## src/rtl/ghx_pkg.sv

```systemverilog
// Package: shared helpers for the global-history XOR predictor.
// Assumes: used only at elaboration time for width arithmetic.
package ghx_pkg;

    // Larger of two widths; the table index takes this width.
    function automatic int imax(input int a, input int b);
        return (a > b) ? a : b;
    endfunction

    // Direction encoding used on all outcome and prediction signals.
    typedef enum logic {
        DIR_NOT_TAKEN = 1'b0,
        DIR_TAKEN     = 1'b1
    } dir_e;

endpackage

```

## src/rtl/history_shreg.sv

```systemverilog
// Module: global outcome history shift register.
// Does: holds the last HIST_W resolved outcomes, newest in bit 0.
// Assumes: HIST_W >= 2; one update at most per cycle.
module history_shreg #(
    parameter int HIST_W = 6
) (
    input  logic              clk,
    input  logic              rst_n,
    input  logic              shift_en,
    input  logic              shift_in,
    output logic [HIST_W-1:0] hist
);

    // Shift the new outcome in at the bottom on every valid update.
    always_ff @(posedge clk) begin
        if (!rst_n)
            hist <= '0;
        else if (shift_en)
            hist <= {hist[HIST_W-2:0], shift_in};
    end

    assert_hist_shift_R6: assert property (@(posedge clk) disable iff (!rst_n)
        shift_en |=> (hist[0] == $past(shift_in)) &&
                     (hist[HIST_W-1:1] == $past(hist[HIST_W-2:0])));

    assert_hist_hold_R7: assert property (@(posedge clk) disable iff (!rst_n)
        !shift_en |=> $stable(hist));

endmodule

```

## src/rtl/xor_index_hash.sv

```systemverilog
// Module: forms the counter-table index from PC bits and history.
// Does: extracts PC_BITS bits above the alignment bits, zero-extends
//       whichever operand is narrower, and XORs them.
// Assumes: ALIGN_LSB + PC_BITS <= PC_W.
module xor_index_hash #(
    parameter int PC_W      = 32,
    parameter int PC_BITS   = 8,
    parameter int HIST_W    = 6,
    parameter int ALIGN_LSB = 2,
    localparam int IDX_W    = ghx_pkg::imax(PC_BITS, HIST_W)
) (
    input  logic [PC_W-1:0]   pc,
    input  logic [HIST_W-1:0] hist,
    output logic [IDX_W-1:0]  index
);

    logic [PC_BITS-1:0] pc_field;
    logic [IDX_W-1:0]   pc_ext;
    logic [IDX_W-1:0]   hist_ext;

    // Take the PC field just above the instruction-alignment bits.
    assign pc_field = pc[ALIGN_LSB +: PC_BITS];

    // Collect the PC bits that take no part in the hash.
    generate
        if (ALIGN_LSB > 0) begin : g_lo
            logic [ALIGN_LSB-1:0] pc_lo_unused;
            assign pc_lo_unused = pc[ALIGN_LSB-1:0];
        end
        if (ALIGN_LSB + PC_BITS < PC_W) begin : g_hi
            logic [PC_W-ALIGN_LSB-PC_BITS-1:0] pc_hi_unused;
            assign pc_hi_unused = pc[PC_W-1:ALIGN_LSB+PC_BITS];
        end
    endgenerate

    // Zero-extend the narrower operand to the index width.
    generate
        if (PC_BITS == HIST_W) begin : g_same
            assign pc_ext   = pc_field;
            assign hist_ext = hist;
        end else if (PC_BITS > HIST_W) begin : g_pc_wide
            assign pc_ext   = pc_field;
            assign hist_ext = {{(IDX_W-HIST_W){1'b0}}, hist};
        end else begin : g_hist_wide
            assign pc_ext   = {{(IDX_W-PC_BITS){1'b0}}, pc_field};
            assign hist_ext = hist;
        end
    endgenerate

    // Combine the two operands into the table index.
    assign index = pc_ext ^ hist_ext;

endmodule

```

## src/rtl/sat_ctr_cell.sv

```systemverilog
// Module: one n-bit up/down saturating counter.
// Does: steps up on a taken outcome and down on a not-taken one,
//       holding at the ends; exposes only its direction bit.
// Assumes: CTR_W >= 2; resets to the weakly not-taken value.
module sat_ctr_cell #(
    parameter int CTR_W = 2
) (
    input  logic clk,
    input  logic rst_n,
    input  logic step_en,
    input  logic step_up,
    output logic dir_bit
);

    localparam logic [CTR_W-1:0] CTR_MAX  = '1;
    localparam logic [CTR_W-1:0] CTR_MIN  = '0;
    localparam logic [CTR_W-1:0] CTR_INIT = CTR_W'((1 << (CTR_W - 1)) - 1);

    logic [CTR_W-1:0] value;

    // Saturating step toward the resolved outcome.
    always_ff @(posedge clk) begin
        if (!rst_n)
            value <= CTR_INIT;
        else if (step_en && step_up && (value != CTR_MAX))
            value <= value + CTR_W'(1);
        else if (step_en && !step_up && (value != CTR_MIN))
            value <= value - CTR_W'(1);
    end

    // The most significant bit gives the predicted direction.
    assign dir_bit = value[CTR_W-1];

    assert_ctr_inc_R4: assert property (@(posedge clk) disable iff (!rst_n)
        (step_en && step_up && value != CTR_MAX) |=> value == $past(value) + CTR_W'(1));

    assert_ctr_sat_high_R4: assert property (@(posedge clk) disable iff (!rst_n)
        (step_en && step_up && value == CTR_MAX) |=> value == CTR_MAX);

    assert_ctr_dec_R5: assert property (@(posedge clk) disable iff (!rst_n)
        (step_en && !step_up && value != CTR_MIN) |=> value == $past(value) - CTR_W'(1));

    assert_ctr_sat_low_R5: assert property (@(posedge clk) disable iff (!rst_n)
        (step_en && !step_up && value == CTR_MIN) |=> value == CTR_MIN);

    assert_ctr_hold_R8: assert property (@(posedge clk) disable iff (!rst_n)
        !step_en |=> $stable(value));

endmodule

```

## src/rtl/ctr_table.sv

```systemverilog
// Module: shared table of saturating counters.
// Does: one read port (direction bit at rd_index) and one training
//       port (wr_en, wr_index, wr_up) per cycle.
// Assumes: the read sees state from before the current edge.
module ctr_table #(
    parameter int IDX_W = 8,
    parameter int CTR_W = 2,
    localparam int DEPTH = 1 << IDX_W
) (
    input  logic             clk,
    input  logic             rst_n,
    input  logic [IDX_W-1:0] rd_index,
    output logic             rd_dir,
    input  logic             wr_en,
    input  logic [IDX_W-1:0] wr_index,
    input  logic             wr_up
);

    logic [DEPTH-1:0] dir_vec;
    logic [DEPTH-1:0] step_vec;

    // One counter per entry, each enabled by its own decoded select.
    generate
        for (genvar i = 0; i < DEPTH; i++) begin : g_cell
            assign step_vec[i] = wr_en && (wr_index == IDX_W'(i));
            sat_ctr_cell #(.CTR_W(CTR_W)) cell_i (
                .clk     (clk),
                .rst_n   (rst_n),
                .step_en (step_vec[i]),
                .step_up (wr_up),
                .dir_bit (dir_vec[i])
            );
        end
    endgenerate

    // Select the direction bit of the addressed entry.
    assign rd_dir = dir_vec[rd_index];

    assert_one_entry_trained_R8: assert property (@(posedge clk) disable iff (!rst_n)
        $onehot0(step_vec) && (wr_en || step_vec == '0));

endmodule

```

## src/rtl/hist_xor_predictor.sv

```systemverilog
// Module: top of the global-history XOR-indexed direction predictor.
// Does: hashes the fetch PC with global history to pick a counter,
//       reports its direction and index; trains the counter at the
//       returned index and shifts the outcome into history.
// Assumes: the update carries the index produced at prediction time.
module hist_xor_predictor #(
    parameter int PC_W      = 32,
    parameter int PC_BITS   = 8,
    parameter int HIST_W    = 6,
    parameter int CTR_W     = 2,
    parameter int ALIGN_LSB = 2,
    localparam int IDX_W    = ghx_pkg::imax(PC_BITS, HIST_W)
) (
    input  logic             clk,
    input  logic             rst_n,
    input  logic [PC_W-1:0]  pred_pc,
    output logic             pred_taken,
    output logic [IDX_W-1:0] pred_index,
    input  logic             upd_valid,
    input  logic [IDX_W-1:0] upd_index,
    input  logic             upd_taken
);

    logic [HIST_W-1:0] ghist;

    // Shared outcome history.
    history_shreg #(.HIST_W(HIST_W)) hist_i (
        .clk      (clk),
        .rst_n    (rst_n),
        .shift_en (upd_valid),
        .shift_in (upd_taken),
        .hist     (ghist)
    );

    // Index formation from PC field and history.
    xor_index_hash #(
        .PC_W      (PC_W),
        .PC_BITS   (PC_BITS),
        .HIST_W    (HIST_W),
        .ALIGN_LSB (ALIGN_LSB)
    ) hash_i (
        .pc    (pred_pc),
        .hist  (ghist),
        .index (pred_index)
    );

    // Counter storage and training.
    ctr_table #(.IDX_W(IDX_W), .CTR_W(CTR_W)) table_i (
        .clk      (clk),
        .rst_n    (rst_n),
        .rd_index (pred_index),
        .rd_dir   (pred_taken),
        .wr_en    (upd_valid),
        .wr_index (upd_index),
        .wr_up    (upd_taken == ghx_pkg::DIR_TAKEN)
    );

    assert_pred_stable_R9: assert property (@(posedge clk) disable iff (!rst_n)
        (!upd_valid && $stable(pred_pc)) |=> ($stable(pred_pc) -> $stable(pred_taken)));

endmodule

```

## config.mk

```make
export PLATFORM = sky130hd
export DESIGN_NAME = hist_xor_predictor
export DESIGN_NICKNAME = d
export VERILOG_FILES = /design/src/rtl/ghx_pkg.sv /design/src/rtl/history_shreg.sv /design/src/rtl/xor_index_hash.sv /design/src/rtl/sat_ctr_cell.sv /design/src/rtl/ctr_table.sv /design/src/rtl/hist_xor_predictor.sv
export SDC_FILE = /design/constraint.sdc
export NUM_CORES = 2
export LEC_CHECK = 0
export BUFFER_PORTS_ARGS = -buffer_cell sky130_fd_sc_hd__buf_2
export CAP_MARGIN = 10
export CORE_MARGIN = 2
export CORE_UTILIZATION = 40
export CTS_CLUSTER_SIZE = 20
export DETAILED_ROUTE_END_ITERATION = 7
export PLACE_DENSITY = 0.65
export SYNTH_ARGS = -nofsm -noshare
export SYNTH_HDL_FRONTEND = slang
export SYNTH_SLANG_ARGS = --single-unit
```

## constraint.sdc

```tcl
create_clock -name clk -period 3.2 [get_ports clk]
set_input_delay 0.64 -clock clk [delete_from_list [all_inputs] [get_ports clk]]
set_output_delay 0.64 -clock clk [all_outputs]
set_load 0.01 [all_outputs]
```

==> results.txt <==
status: finished, violations left
violated checks: negative setup slack
Post-route DRC: 0
root buffer cell: clkbuf_16
Leak: 11.84 nW
post-route setup slack: -0.7431 ns
synthesized flop and latch total: 518
FILL cells: 7001
post-synthesis cell count: 3794
Multi-input gate area: 0.01722 mm2
P per Cell Area: 439.8 mW/mm2
Synth area leaders: dfxtp_1, nor2_1, o21ai_0
hpwl dp: 62390 um
RSZ-0062 raised after global routing: true
share of cells above drive strength 1: 10.54%
YS warnings: 0
GRT Overall Usage: 24.18%
placed cell count: 4663
CP Capture Type: primary output
Via density: 5.997
Distinct cells, synth: 54
Critical Path Slowest Stage Cell: nor4_4
sequential cell area fraction in the yosys report: 36.02%
most common cell after layout, fill and taps aside: nor2_1
Reg area: 0.01037 mm2
GPL Wtd Cong: 0.9178
critical path, cell by cell: xnor2_4, inv_6, buf_12, buf_12, mux2i_1, o22ai_1, nor4_1, nor3_1, nor4_1, buf_4, nor4_4, buf_2
crit start category: flop
WP data required: 2.56 ns
antenna violations before repair: 5
# IOs: 53
clock insertion delay at the later pin of the skew report: 0.63 ns
post-synthesis cell area: 0.02879 mm2
total CTS buffers: 58
first-pass GRT wire length: 143600 um
Initial Utilization: 40.35%
final antenna-violating net count: 0
Slew Viols, Final: 0
die width: 272.3 um
cts hold-fix bufs: 0
EDFF count, synth: 0
H-tree depth: 2
die area: 0.07414 mm2
area share of the largest cell type after synthesis: 36.02%
Bufs and invs on worst path: 5
Slew @ Worst Pin: 0.5676 ns
initial DRC count: 3195
Die Ht: 272.3 um
TritonCTS clock tree: built
vias in the first global route: 24640
maximum VDD drop: 337.3 uV
Arr. time, crit path: 3.30 ns
gr ovfl total: 0
Max Clk Rate: 253.6 MHz
FP Rows: 98
nets@finish: 3824
Core Area: 0.07136 mm2
post-synth top area cell: dfxtp_1
Layout area overhead: 13.38%
Vias: 28637
syn_nets: 3838
skew final: 0.02321 ns
Avg Cell Area, Syn: 7.589 um2
pin count of the biggest net entering global routing: 96
final setup violation count: 1
CTS max path bufs: 3
Final Hold Viols: 0
Synth Flop Type: dfxtp_1
Hold WS: 0.3268 ns
Slew HR: 62.16%
WL/cell: 19.39 um
Finished Layout Cells: 4775
CP max FO: 17
maxcap violations: 0
worst min path class: in -> reg
port bufs: 28
Worst-path clk slew: 0.06 ns
Total Wirelength: 92600 um
Tcrit/Tclk final: 123.2%
Tmin final: 3.943 ns
# clock sinks: 518
first-pass iteration count of the detailed router: 6
Async SR Flop Fraction: 0%
cell family with most CP delay: simple AND/OR/NAND/NOR gates
most frequent cells in the layout: nor2_1, dfxtp_1, o21ai_0, nand2_1, a21boi_0
WS Path Type: reg -> out
Slowest Stage Delay on Critical Path: 0.46 ns
## area by class of cell
| cell class | instances | share of cell area (%) |
|---|---|---|
| Inverter | 54 | 0.6362 |
| Tap cell | 950 | 3.641 |
| Multi-Input combinational cell | 2938 | 52.73 |
| Clock buffer | 86 | 5.262 |
| Antenna cell | 2 | 0.01533 |
| Clock inverter | 17 | 0.4254 |
| Timing Repair Buffer | 210 | 5.511 |
| Sequential cell | 518 | 31.78 |
## final timing paths
path	startpoint	endpoint	depth (start not counted)	slack (ns)
worst min-delay path	rst_n	table_i.g_cell[218].cell_i.value[0]	2	0.33
worst max-delay path	hist_i.hist[0]	pred_taken	12	-0.74
worst max register to register	table_i.g_cell[0].cell_i.value[1]	table_i.g_cell[0].cell_i.value[0]	4	2.10
worst min register to register	table_i.g_cell[3].cell_i.value[0]	table_i.g_cell[3].cell_i.value[1]	2	0.49
## registers in the layout (all words and copies together) (netlist names)
name                         cells
table_i.g_cell.cell_i.value    512
hist_i.hist                      6
## synthesized netlist by cell type (all sizes together), types with 50 or more instances
| library cell | number |
|---|---|
| a21oi | 185 |
| a21boi | 256 |
| and3 | 169 |
| o31ai | 225 |
| nand2 | 352 |
| nor2 | 622 |
| and2 | 72 |
| o21ai | 405 |
| inv | 53 |
| o221ai | 145 |
| nand3b | 144 |
| nand3 | 61 |
| clkbuf | 234 |
| dfxtp | 518 |
| buf | 50 |
## per-stage QoR
step           setup TNS, ns  power [mW]  area (um2)  setup slack, ns  util (%)
6_report             -0.7431       14.36       32650          -0.7431     45.75
4_1_cts              -0.6987       14.44       32610          -0.6987     45.70
3_3_place_gp         -0.5662       7.793       30570          -0.5662     42.84
3_5_place_dp         -0.5449       7.802       30570          -0.5449     42.84
5_1_grt              -0.8273       14.78       32650          -0.8273     45.75
2_1_floorplan              0       7.377       28790           0.1428         -
## cells by family (layout without fill, tap and decap cells)
family          after synthesis  after routing  share of synthesized area, %
mux                          78             78                         4.015
buf+inv                     338            367                         4.706
xor+xnor                      6              6                        0.2608
simple gates               1558           1558                         25.60
other cells                   0              2                             0
flops                       518            518                         36.02
compound gates             1296           1296                         29.41
## routing by layer
layer	global-route usage, %	vias up	part of all wire, %
met3	4.399	220	8.9
met4	10.71	4	4.3
met1	34.00	13530	44
li1	-	13748	-
met5	0	-	0.029
met2	35.98	1135	42
## where the power goes
part | switching [mW] | internal (mW)
logic | 0.707 | 0.423
registers | 0.0879 | 6.51
clock network | 2.79 | 3.84
total | 3.59 | 10.8
## repair_timing
action	CTS	global route
resized for setup	24	5
pin swaps	7	4
setup buffers	8	0
hold endpoints to repair	0	0
setup endpoints to repair	1	1
(Power assumes the default switching activity.)
